File: src/rtl/irq_pkg.sv
package irq_pkg;
  typedef enum logic [2:0] {
    ST_IDLE    = 3'd0,
    ST_PUSH_SR = 3'd1,
    ST_PUSH_PC = 3'd2,
    ST_VEC_RD  = 3'd3,
    ST_LOAD    = 3'd4
  } seq_st_e;
endpackage

File: src/rtl/irq_qualify.sv
module irq_qualify #(
  parameter int PRI_W = 3,
  parameter int VEC_W = 8,
  parameter bit KBD_EN = 1'b1,
  parameter logic [PRI_W-1:0] KBD_PRI = 3'd4,
  parameter logic [VEC_W-1:0] KBD_VEC = 8'h80
) (
  input  logic             dev_req_i,
  input  logic [PRI_W-1:0] dev_pri_i,
  input  logic [VEC_W-1:0] dev_vec_i,
  input  logic             kbd_rdy_i,
  input  logic             kbd_ie_i,
  input  logic [PRI_W-1:0] cur_pri_i,
  output logic             take_o,
  output logic [PRI_W-1:0] win_pri_o,
  output logic [VEC_W-1:0] win_vec_o
);
  logic kbd_req;
  logic dev_q, kbd_q, pick_dev;

  generate
    if (KBD_EN) begin : g_kbd
      assign kbd_req = kbd_rdy_i & kbd_ie_i;
    end else begin : g_nokbd
      logic unused_kbd;
      assign unused_kbd = kbd_rdy_i ^ kbd_ie_i;
      assign kbd_req = 1'b0;
    end
  endgenerate

  // strict greater-than against running priority
  assign dev_q = dev_req_i && (dev_pri_i > cur_pri_i);
  assign kbd_q = kbd_req && (KBD_PRI > cur_pri_i);
  // tie goes to the external device
  assign pick_dev = dev_q && (!kbd_q || (dev_pri_i >= KBD_PRI));

  assign take_o    = dev_q | kbd_q;
  assign win_pri_o = pick_dev ? dev_pri_i : KBD_PRI;
  assign win_vec_o = pick_dev ? dev_vec_i : KBD_VEC;
endmodule

File: src/rtl/irq_fsm.sv
module irq_fsm
  import irq_pkg::*;
(
  input  logic    clk_i,
  input  logic    rst_ni,
  input  logic    fetch_start_i,
  input  logic    take_i,
  input  logic    mem_ready_i,
  output seq_st_e st_o,
  output logic    accept_o,
  output logic    step_o
);
  seq_st_e st_q, st_d;
  logic mem_phase;

  assign mem_phase = (st_q == ST_PUSH_SR) || (st_q == ST_PUSH_PC) || (st_q == ST_VEC_RD);
  assign step_o    = mem_phase && mem_ready_i;
  assign accept_o  = (st_q == ST_IDLE) && fetch_start_i && take_i;

  always_comb begin
    st_d = st_q;
    unique case (st_q)
      ST_IDLE:    if (accept_o) st_d = ST_PUSH_SR;
      ST_PUSH_SR: if (step_o)   st_d = ST_PUSH_PC;
      ST_PUSH_PC: if (step_o)   st_d = ST_VEC_RD;
      ST_VEC_RD:  if (step_o)   st_d = ST_LOAD;
      ST_LOAD:                  st_d = ST_IDLE;
      default:                  st_d = ST_IDLE;
    endcase
  end

  always_ff @(posedge clk_i or negedge rst_ni) begin
    if (!rst_ni) st_q <= ST_IDLE;
    else         st_q <= st_d;
  end

  assign st_o = st_q;

  AST_SEQ_ORDER: assert property (@(posedge clk_i) disable iff (!rst_ni)
    (st_q == ST_PUSH_PC) |-> ($past(st_q) == ST_PUSH_SR || $past(st_q) == ST_PUSH_PC))
    else $error("push order broken");
endmodule

File: src/rtl/irq_ctx.sv
module irq_ctx
  import irq_pkg::*;
#(
  parameter int WORD_W = 16,
  parameter int PRI_W  = 3,
  parameter int VEC_W  = 8
) (
  input  logic              clk_i,
  input  logic              rst_ni,
  input  seq_st_e           st_i,
  input  logic              accept_i,
  input  logic              step_i,
  input  logic [PRI_W-1:0]  pri_i,
  input  logic [VEC_W-1:0]  vec_i,
  input  logic [WORD_W-1:0] pc_i,
  input  logic [WORD_W-1:0] psr_i,
  input  logic [WORD_W-1:0] sp_i,
  input  logic [WORD_W-1:0] rdata_i,
  output logic [PRI_W-1:0]  pri_o,
  output logic [VEC_W-1:0]  vec_o,
  output logic [WORD_W-1:0] pc_o,
  output logic [WORD_W-1:0] psr_o,
  output logic [WORD_W-1:0] sp_o,
  output logic [WORD_W-1:0] hdl_o
);
  logic [PRI_W-1:0]  pri_q;
  logic [VEC_W-1:0]  vec_q;
  logic [WORD_W-1:0] pc_q, psr_q, sp_q, hdl_q;
  logic push_step;

  assign push_step = step_i && ((st_i == ST_PUSH_SR) || (st_i == ST_PUSH_PC));

  always_ff @(posedge clk_i or negedge rst_ni) begin
    if (!rst_ni) begin
      pri_q <= '0;
      vec_q <= '0;
      pc_q  <= '0;
      psr_q <= '0;
      sp_q  <= '0;
      hdl_q <= '0;
    end else begin
      if (accept_i) begin
        pri_q <= pri_i;
        vec_q <= vec_i;
        pc_q  <= pc_i;
        psr_q <= psr_i;
        sp_q  <= sp_i;
      end else if (push_step) begin
        sp_q <= sp_q - 1'b1;
      end
      if (step_i && st_i == ST_VEC_RD) hdl_q <= rdata_i;
    end
  end

  assign pri_o = pri_q;
  assign vec_o = vec_q;
  assign pc_o  = pc_q;
  assign psr_o = psr_q;
  assign sp_o  = sp_q;
  assign hdl_o = hdl_q;
endmodule

File: src/rtl/irq_mem_mux.sv
module irq_mem_mux
  import irq_pkg::*;
#(
  parameter int WORD_W = 16,
  parameter int VEC_W  = 8,
  parameter logic [WORD_W-VEC_W-1:0] VEC_BASE = 8'h01
) (
  input  seq_st_e           st_i,
  input  logic [WORD_W-1:0] sp_i,
  input  logic [WORD_W-1:0] pc_i,
  input  logic [WORD_W-1:0] psr_i,
  input  logic [VEC_W-1:0]  vec_i,
  output logic              req_o,
  output logic              we_o,
  output logic [WORD_W-1:0] addr_o,
  output logic [WORD_W-1:0] wdata_o
);
  logic [WORD_W-1:0] sp_dec;
  assign sp_dec = sp_i - 1'b1;

  always_comb begin
    req_o   = 1'b0;
    we_o    = 1'b0;
    addr_o  = '0;
    wdata_o = '0;
    unique case (st_i)
      ST_PUSH_SR: begin req_o = 1'b1; we_o = 1'b1; addr_o = sp_dec; wdata_o = psr_i; end
      ST_PUSH_PC: begin req_o = 1'b1; we_o = 1'b1; addr_o = sp_dec; wdata_o = pc_i;  end
      ST_VEC_RD:  begin req_o = 1'b1; addr_o = {VEC_BASE, vec_i}; end
      default: ;
    endcase
  end
endmodule

File: src/rtl/irq_entry_seq.sv
module irq_entry_seq
  import irq_pkg::*;
#(
  parameter int WORD_W   = 16,
  parameter int PRI_W    = 3,
  parameter int VEC_W    = 8,
  parameter int PRI_LSB  = 8,
  parameter int PRIV_BIT = 15,
  parameter int KBD_RDY_BIT = 15,
  parameter int KBD_IE_BIT  = 14,
  parameter bit KBD_EN   = 1'b1,
  parameter logic [PRI_W-1:0] KBD_PRI = 3'd4,
  parameter logic [VEC_W-1:0] KBD_VEC = 8'h80,
  parameter logic [WORD_W-VEC_W-1:0] VEC_BASE = 8'h01
) (
  input  logic              clk_i,
  input  logic              rst_ni,
  input  logic              fetch_start_i,
  input  logic              dev_req_i,
  input  logic [PRI_W-1:0]  dev_pri_i,
  input  logic [VEC_W-1:0]  dev_vec_i,
  input  logic [WORD_W-1:0] kbd_status_i,
  input  logic [WORD_W-1:0] psr_i,
  input  logic [WORD_W-1:0] pc_i,
  input  logic [WORD_W-1:0] sp_i,
  output logic              fetch_go_o,
  output logic              irq_busy_o,
  output logic              mem_req_o,
  output logic              mem_we_o,
  output logic [WORD_W-1:0] mem_addr_o,
  output logic [WORD_W-1:0] mem_wdata_o,
  input  logic [WORD_W-1:0] mem_rdata_i,
  input  logic              mem_ready_i,
  output logic              pc_load_o,
  output logic [WORD_W-1:0] pc_o,
  output logic              sp_load_o,
  output logic [WORD_W-1:0] sp_o,
  output logic              psr_load_o,
  output logic [WORD_W-1:0] psr_o
);
  seq_st_e st;
  logic take, accept, step;
  logic [PRI_W-1:0]  win_pri, ctx_pri;
  logic [VEC_W-1:0]  win_vec, ctx_vec;
  logic [WORD_W-1:0] ctx_pc, ctx_psr, ctx_sp, ctx_hdl;
  logic [WORD_W-1:0] new_psr;
  logic              unused_kbd_bits;

  assign unused_kbd_bits = ^kbd_status_i;

  irq_qualify #(
    .PRI_W(PRI_W), .VEC_W(VEC_W), .KBD_EN(KBD_EN),
    .KBD_PRI(KBD_PRI), .KBD_VEC(KBD_VEC)
  ) u_qual (
    .dev_req_i (dev_req_i),
    .dev_pri_i (dev_pri_i),
    .dev_vec_i (dev_vec_i),
    .kbd_rdy_i (kbd_status_i[KBD_RDY_BIT]),
    .kbd_ie_i  (kbd_status_i[KBD_IE_BIT]),
    .cur_pri_i (psr_i[PRI_LSB +: PRI_W]),
    .take_o    (take),
    .win_pri_o (win_pri),
    .win_vec_o (win_vec)
  );

  irq_fsm u_fsm (
    .clk_i         (clk_i),
    .rst_ni        (rst_ni),
    .fetch_start_i (fetch_start_i),
    .take_i        (take),
    .mem_ready_i   (mem_ready_i),
    .st_o          (st),
    .accept_o      (accept),
    .step_o        (step)
  );

  irq_ctx #(.WORD_W(WORD_W), .PRI_W(PRI_W), .VEC_W(VEC_W)) u_ctx (
    .clk_i    (clk_i),
    .rst_ni   (rst_ni),
    .st_i     (st),
    .accept_i (accept),
    .step_i   (step),
    .pri_i    (win_pri),
    .vec_i    (win_vec),
    .pc_i     (pc_i),
    .psr_i    (psr_i),
    .sp_i     (sp_i),
    .rdata_i  (mem_rdata_i),
    .pri_o    (ctx_pri),
    .vec_o    (ctx_vec),
    .pc_o     (ctx_pc),
    .psr_o    (ctx_psr),
    .sp_o     (ctx_sp),
    .hdl_o    (ctx_hdl)
  );

  irq_mem_mux #(.WORD_W(WORD_W), .VEC_W(VEC_W), .VEC_BASE(VEC_BASE)) u_mux (
    .st_i    (st),
    .sp_i    (ctx_sp),
    .pc_i    (ctx_pc),
    .psr_i   (ctx_psr),
    .vec_i   (ctx_vec),
    .req_o   (mem_req_o),
    .we_o    (mem_we_o),
    .addr_o  (mem_addr_o),
    .wdata_o (mem_wdata_o)
  );

  // priority field replaced, supervisor mode forced
  always_comb begin
    new_psr = ctx_psr;
    new_psr[PRI_LSB +: PRI_W] = ctx_pri;
    new_psr[PRIV_BIT] = 1'b0;
  end

  assign fetch_go_o = (st == ST_IDLE) && fetch_start_i && !take;
  assign irq_busy_o = (st != ST_IDLE);
  assign pc_load_o  = (st == ST_LOAD);
  assign sp_load_o  = (st == ST_LOAD);
  assign psr_load_o = (st == ST_LOAD);
  assign pc_o  = ctx_hdl;
  assign sp_o  = ctx_sp;
  assign psr_o = new_psr;

  AST_MEM_HOLD: assert property (@(posedge clk_i) disable iff (!rst_ni)
    (mem_req_o && !mem_ready_i) |=> (mem_req_o && $stable(mem_addr_o) &&
                                     $stable(mem_we_o) && $stable(mem_wdata_o)))
    else $error("access not held");
  AST_PRIV_CLR: assert property (@(posedge clk_i) disable iff (!rst_ni)
    psr_load_o |-> !psr_o[PRIV_BIT])
    else $error("privilege not cleared");
  AST_LOAD_IDLE: assert property (@(posedge clk_i) disable iff (!rst_ni)
    pc_load_o |=> !irq_busy_o)
    else $error("not idle after load");
  AST_GO_NOBUSY: assert property (@(posedge clk_i) disable iff (!rst_ni)
    fetch_go_o |=> !irq_busy_o && !mem_req_o)
    else $error("access after fetch continue");
  AST_FIRST_WRITE: assert property (@(posedge clk_i) disable iff (!rst_ni)
    $rose(irq_busy_o) |-> (mem_req_o && mem_we_o && mem_wdata_o == $past(psr_i)))
    else $error("first access not status push");
  AST_IDLE_NO_ACCESS: assert property (@(posedge clk_i) disable iff (!rst_ni)
    !irq_busy_o |-> !mem_req_o && !pc_load_o)
    else $error("activity while idle");
endmodule

File: config.mk
export PLATFORM = sky130hd
export DESIGN_NAME = irq_entry_seq
export DESIGN_NICKNAME = d
export VERILOG_FILES = /design/src/rtl/irq_pkg.sv /design/src/rtl/irq_qualify.sv /design/src/rtl/irq_fsm.sv /design/src/rtl/irq_ctx.sv /design/src/rtl/irq_mem_mux.sv /design/src/rtl/irq_entry_seq.sv
export SDC_FILE = /design/constraint.sdc
export NUM_CORES = 1
export LEC_CHECK = 0
export CAP_MARGIN = 20
export CORE_MARGIN = 10
export CORE_UTILIZATION = 30
export CTS_CLUSTER_SIZE = 24
export DETAILED_ROUTE_END_ITERATION = 8
export GPL_TIMING_DRIVEN = 0
export PLACE_DENSITY = 0.71
export REMOVE_ABC_BUFFERS = 1
export SYNTH_ARGS = -nofsm -noshare
export SYNTH_HDL_FRONTEND = slang
export SYNTH_SLANG_ARGS = --single-unit
File: constraint.sdc
create_clock -name clk_i -period 1.87 [get_ports clk_i]
set_input_delay 0.187 -clock clk_i [delete_from_list [all_inputs] [get_ports clk_i]]
set_output_delay 0.187 -clock clk_i [all_outputs]
set_load 0.01 [all_outputs]
==> impl_metrics.yaml, run 1 <==
status:
  status: "finished, violations left"
  violations: "setup timing"
critical_path:
  r2r_end: "u_ctx.sp_o[15]$_DFFE_PN0P_"
  startpoint_type: "flop"
  critPathCaptureType: "output port"
  critPathKind: "flop to output port"
  reg2reg_depth: 9
  setup.worst_path.start: "u_ctx.sp_o[4]$_DFFE_PN0P_"
  worst-endpoint-required_ns: 1.68
  path_max_fanout: 3
  rr_startpoint: "u_ctx.sp_o[3]$_DFFE_PN0P_"
  arrival_ns: 2.34
  rrSetupSlack_ns: -0.38
global_route:
  use_met1_pct: 21.2
  antenna_found_initial: 1
  gr-usage-all-layers_pct: 17.9
  grt_pass1_vias: 4578
  grt_busiest_layer: "met2"
  grt_first_pass_wirelength_um: 26200
  met2_usage_pct: 30.0
  grt_max_degree: 48
  gr-total-overflow: 0
  use_met3_pct: 5.54
placed_design:
  dpl_cell_area_sq_um: 5900
  gp_congestion: 0.858
  place_hpwl_um: 10100
  portBuffers: 167
drt:
  initialDrtViolationCount: 354
  wl_per_cell_um: 20.8
  dr.pass1.iters: 5
  vias_per_cell: 5.20
  drc: 0
  wl_um: 17800
  via_count: 4447
  ant_nets: 0
timing:
  max_slew_margin_pct: 61.6
  finalCritPeriodShare_pct: 135
  hold_slack_ns: 0.129
  setup_ws_ns: -0.652
  finalCriticalPeriod_ns: 2.52
  tightest_slew_ns: 0.572
  finalMaxSlewViolations: 0
  hold_violations: 0
  rsz0062_at_grt: "yes"
  skew_ns: 0.00930
  max_freq_mhz: 396
  setup_viol: 84
clock_network:
  clk_latency_ns: 0.35
  cts_htree_levels: 3
  cts_buffers: 9
  tritoncts: "done"
  path_clk_slew_ns: 0.07
  cts.sinks: 78
  cts.path.max_buffers: 2
  cts_root_buf: "clkbuf_16"
hold_path:
  min_path_type: "input port to flop"
  holdPathEnd: "u_ctx.pri_o[1]$_DFFE_PN0P_"
  min_from: "dev_pri_i[1]"
  min_path_cells: 2
synthesis:
  synth.distinct_cells: 59
  synthXorXnorAreaFrac_pct: 3.17
  postSynthRegisterBits: 78
  async_reset_ff_share_pct: 100
  synth_top_family_by_area: "simple AND/OR/NAND/NOR gates"
  synth_compound_area_share_pct: 14.5
  synth-edff-count: 0
  synthFlopType: "dfrtp_1"
  synth-seq-area-share_pct: 47.0
  synth-simple-area-share_pct: 18.4
  syn_area_sq_um: 4150
  postSynthCellCount: 424
  postSynthAreaPerCell_sq_um: 9.79
  synthAdderAreaFrac_pct: 1.21
  yosysWarnings: 0
  muxShareOfSynthArea_pct: 9.16
pwr:
  leakage_nw: 3.45
  vdd_drop_max_v: 0.000873
  power.density_nw_per_um2: 1750
  p_total_mw: 13.8
floorplan:
  io_pins: 183
  coreArea_sq_um: 13400
  dieArea_sq_um: 18900
  row_count: 42
  fp.dieW_um: 138
  start_util_pct: 31.0
  fp.dieH_um: 138
cells_and_area:
  post-route-util_pct: 58.7
  mostFrequentLayoutCells: "clkdlybuf4s50_1 (121), dfrtp_1 (68), nand2_1 (63)"
  drive_gt1_share_pct: 45.7
  final_common_cell: "clkdlybuf4s50_1"
  design_area_sq_um: 7870
  fillers: 1111
  n_antenna_cell: 0
  nets: 775
  area_delta_synth_final_pct: 89.7
run:
  cap_violations: 0
[per-layer routing]
layer  routed length, um  part of all wire (%)
met2                8680                    49
met5                   7                 0.039
met4                 535                   3.0
met3                1620                   9.1
met1                7000                    39
[logic make-up (layout without fill, tap and decap cells)]
group,count (synthesis),in the layout
and+or+nand+nor,160,161
muxes,34,34
adders and majority gates,4,4
other,1,1
AOI/OAI and AO/OA,80,83
xor gates and xnor gates,15,15
DFF,78,78
buffers and inverters,52,304
[final cells by class]
cell class              instances  area (sq um)  area share, %
clock buffers                  11           253           3.21
clock inverters                 5          40.0          0.509
inverters                      11          42.5          0.540
multi-input cells             298          2700           34.3
flip-flops and latches         78          1970           25.0
well taps                     176           220           2.80
repair buffers                277          2640           33.6
[worst max-delay path, stage by stage (launching register included)]
cell and delay, ns:
dfrtp_2 0.44, or4_4 0.57, or3_4 0.40, xnor2_2 0.15
o21ai_1 0.10, a21oi_1 0.17, buf_2 0.17
[metrics by stage]
stage | setup slack, ns | TNS [ns] | cells
after floorplan | -2.22 | -110.15 | 383
after global placement | -3.99 | -424.54 | 726
after detailed placement | -1.46 | -96.03 | 729
after CTS | -0.603 | -19.52 | 826
after global routing | -0.726 | -21.00 | 856
final | -0.652 | -17.38 | 856
[flip-flops by register name, indices dropped and copies added (netlist names)]
name	count
u_ctx.hdl_o	16
u_ctx.pc_o	16
u_ctx.pri_o	3
u_ctx.psr_o	16
u_ctx.sp_o	16
u_ctx.vec_o	8
u_fsm.st_o	3
[worst max-delay path by stage]
stage,endpoint,slack (ns),cells after the start
3_5_place_dp,u_ctx.sp_o[7]$_DFFE_PN0P_,-1.46,5
3_3_place_gp,u_ctx.sp_o[6]$_DFFE_PN0P_,-3.99,4
4_1_cts,mem_addr_o[10],-0.60,6
5_1_grt,mem_addr_o[8],-0.73,6
6_report,mem_addr_o[8],-0.65,6
2_1_floorplan,u_ctx.sp_o[6]$_DFFE_PN0P_,-2.22,4
[power by group]
| group | leakage (nW) | internal [mW] | switching (mW) |
|---|---|---|---|
| clock | 0.135 | 0.982 | 0.761 |
| combinational | 2.35 | 4.79 | 3.99 |
| sequential | 0.960 | 2.49 | 0.784 |
[cell usage after synthesis, types with 2 or more instances]
master | number | area share, %
a21oi_1 | 9 | 1.1
a221o_1 | 10 | 2.4
a22o_1 | 9 | 1.9
a22oi_1 | 16 | 2.9
a31oi_1 | 2 | 0.30
and2_1 | 2 | 0.30
buf_2 | 6 | 0.72
buf_4 | 15 | 2.7
clkbuf_1 | 18 | 1.6
dfrtp_1 | 78 | 47
ha_1 | 4 | 1.2
inv_1 | 10 | 0.90
mux2_1 | 3 | 0.81
mux2_2 | 29 | 7.9
mux2i_1 | 2 | 0.48
nand2_1 | 67 | 6.1
nand2b_1 | 3 | 0.45
nand3_1 | 4 | 0.48
nand3b_1 | 4 | 0.72
nor2_1 | 45 | 4.1
nor2b_1 | 6 | 0.90
nor3_1 | 10 | 1.2
nor3b_1 | 5 | 0.90
nor4_1 | 2 | 0.30
o211ai_1 | 3 | 0.54
o21ai_0 | 14 | 1.7
o21ai_1 | 2 | 0.24
o32a_1 | 2 | 0.48
xnor2_1 | 11 | 2.3
xor2_1 | 4 | 0.84
[what timing repair did]
action | in CTS | in global routing
pin swaps | 55 | 46
resized for setup | 327 | 63
gates cloned | 7 | 0
endpoints found under the hold margin | 31 | 0
hold buffers | 1 | 0
buffers inserted | 74 | 40
setup endpoints to repair | 115 | 112
Power figures use the tool's default switching activity.
==> inputs of run 2 (changes only) <==
--- a/config.mk
+++ b/config.mk
@@ -13,6 +13,7 @@
 export GPL_TIMING_DRIVEN = 0
 export PLACE_DENSITY = 0.71
 export REMOVE_ABC_BUFFERS = 1
+export SLEW_MARGIN = 20
 export SYNTH_ARGS = -nofsm -noshare
 export SYNTH_HDL_FRONTEND = slang
 export SYNTH_SLANG_ARGS = --single-unit
==> run 2 against run 1 <==
The flow still finishes with violations (setup timing). Hold slack improved by 0.0094 ns. Final cell count down 1.3%. Wire length shrank 1.8%. Sequential cell count unchanged. Cell area down 1.2%. Fmax rose by 3.4%. Via count fell by 4.2%. Clock skew about the same. Sequential power barely moved. Largest cell class is now buffers. Highest routed layer unchanged.
==> impl_metrics.yaml, run 2 (synthesized netlist as in run 1, its figures left out) <==
status:
  status: "finished, violations left"
  violations: "setup timing"
floorplan:
  dieArea_sq_um: 18900
  start_util_pct: 31.0
  fp.dieH_um: 138
  io_pins: 183
  fp.dieW_um: 138
  row_count: 42
  coreArea_sq_um: 13400
placed_design:
  place_ws_ns: -0.858
  gp_congestion: 0.858
  place_hpwl_um: 10200
  portBuffers: 167
timing:
  hold_violations: 0
  finalCritPeriodShare_pct: 130
  hold_slack_ns: 0.139
  max_freq_mhz: 410
  rsz0062_at_grt: "yes"
  tns_ns: -18.93
  finalMaxSlewViolations: 0
  skew_ns: 0.00948
  tightest_slew_ns: 0.532
  finalCriticalPeriod_ns: 2.44
  setup_viol: 82
  setup_ws_ns: -0.569
  max_slew_margin_pct: 64.4
clock_network:
  cts.path.max_buffers: 2
  tritoncts: "done"
  cts_htree_levels: 3
  cts.sinks: 78
  cts_root_buf: "clkbuf_16"
  cts_buffers: 9
  path_clk_slew_ns: 0.06
  clk_latency_ns: 0.34
cells_and_area:
  multi_input_area_sq_um: 2590
  post-route-util_pct: 58.1
  mostFrequentLayoutCells: "clkdlybuf4s50_1 (121), dfrtp_1 (68), nand2_1 (59)"
  drive_gt1_share_pct: 43.4
  final_common_cell: "clkdlybuf4s50_1"
  fillers: 1103
  seq_area_sq_um: 1970
  nets: 763
  area_delta_synth_final_pct: 87.5
drt:
  dr.pass1.iters: 5
  drc: 0
  initialDrtViolationCount: 319
  wl_per_cell_um: 20.7
  via_count: 4262
  ant_nets: 0
  wl_um: 17500
  vias_per_cell: 5.04
pwr:
  p_total_mw: 13.7
  leakage_nw: 3.42
  vdd_drop_max_v: 0.000900
  power.density_nw_per_um2: 1760
critical_path:
  worst-endpoint-required_ns: 1.68
  arrival_ns: 2.25
  critPathKind: "flop to output port"
  critPathCaptureType: "output port"
  rrSetupSlack_ns: -0.36
  path_max_fanout: 3
  rr_startpoint: "u_ctx.sp_o[5]$_DFFE_PN0P_"
  reg2reg_depth: 9
  r2r_end: "u_ctx.sp_o[14]$_DFFE_PN0P_"
  startpoint_type: "flop"
global_route:
  antenna_found_initial: 2
  gr-total-overflow: 0
  grt_first_pass_wirelength_um: 26100
  grt_pass1_vias: 4670
  grt_max_degree: 48
  gr-usage-all-layers_pct: 17.6
hold_path:
  min_path_type: "input port to flop"
  min_path_cells: 2
  holdPathEnd: "u_ctx.pri_o[0]$_DFFE_PN0P_"
  min_from: "dev_pri_i[0]"
run:
  cap_violations: 0
==> run 2: layout make-up <==
cell class                 instances  share of cell area (%)
multi-input combinational        295                    33.3
clock buffer                      10                    2.94
antenna                            1                  0.0322
inverter                          11                   0.547
sequential                        78                    25.3
tap                              176                    2.83
clock inverter                     6                   0.917
timing repair buffer             268                    34.1
==> run 2: repair_timing <==
action | CTS | global route
hold buffers | 1 | 0
hold endpoints to repair | 31 | 0
setup endpoints to repair | 115 | 102
setup buffers | 75 | 24
pin swaps | 52 | 54
cloned | 8 | 2
gates resized for setup | 320 | 63
==> run 2: layer usage <==
| layer | track usage (%) | share of wire (%) |
|---|---|---|
| met1 | 20.2 | 39 |
| met2 | 29.9 | 50 |
| met3 | 6.63 | 9.1 |
| met4 | 5.27 | 1.8 |
| met5 | 0 | 0.063 |
==> run 2: how the worst max path moves through the flow <==
stage,start,endpoint,slack [ns],depth (start not counted)
2_1_floorplan,u_fsm.st_o[2]$_DFFE_PN0P_,u_ctx.sp_o[6]$_DFFE_PN0P_,-2.22,4
3_5_place_dp,psr_i[9],fetch_go_o,-0.86,8
5_1_grt,u_ctx.sp_o[2]$_DFFE_PN0P_,mem_addr_o[10],-0.62,6
3_3_place_gp,u_fsm.st_o[2]$_DFFE_PN0P_,u_ctx.sp_o[6]$_DFFE_PN0P_,-3.99,4
4_1_cts,u_ctx.sp_o[4]$_DFFE_PN0P_,mem_addr_o[10],-0.59,6
6_report,u_ctx.sp_o[5]$_DFFE_PN0P_,mem_addr_o[8],-0.57,6
==> run 2: per-stage QoR <==
step | area (sq um) | cells
2_1_floorplan | 3930 | 383
3_3_place_gp | 5820 | 726
3_5_place_dp | 5970 | 733
4_1_cts | 7580 | 833
5_1_grt | 7780 | 844
6_report | 7780 | 845
==> run 2: critical path: stages (launching register included) <==
cell	delay, ns
dfrtp_2	0.43
or4_4	0.52
or3_4	0.43
xnor2_2	0.13
o21ai_1	0.09
a21oi_2	0.15
buf_2	0.16
==> run 2: where the power goes <==
| part | leakage [nW] | switching (mW) | internal [mW] |
|---|---|---|---|
| clock network | 0.139 | 0.741 | 1.04 |
| registers | 0.960 | 0.764 | 2.49 |
| logic | 2.32 | 3.89 | 4.73 |
| total | 3.42 | 5.39 | 8.27 |
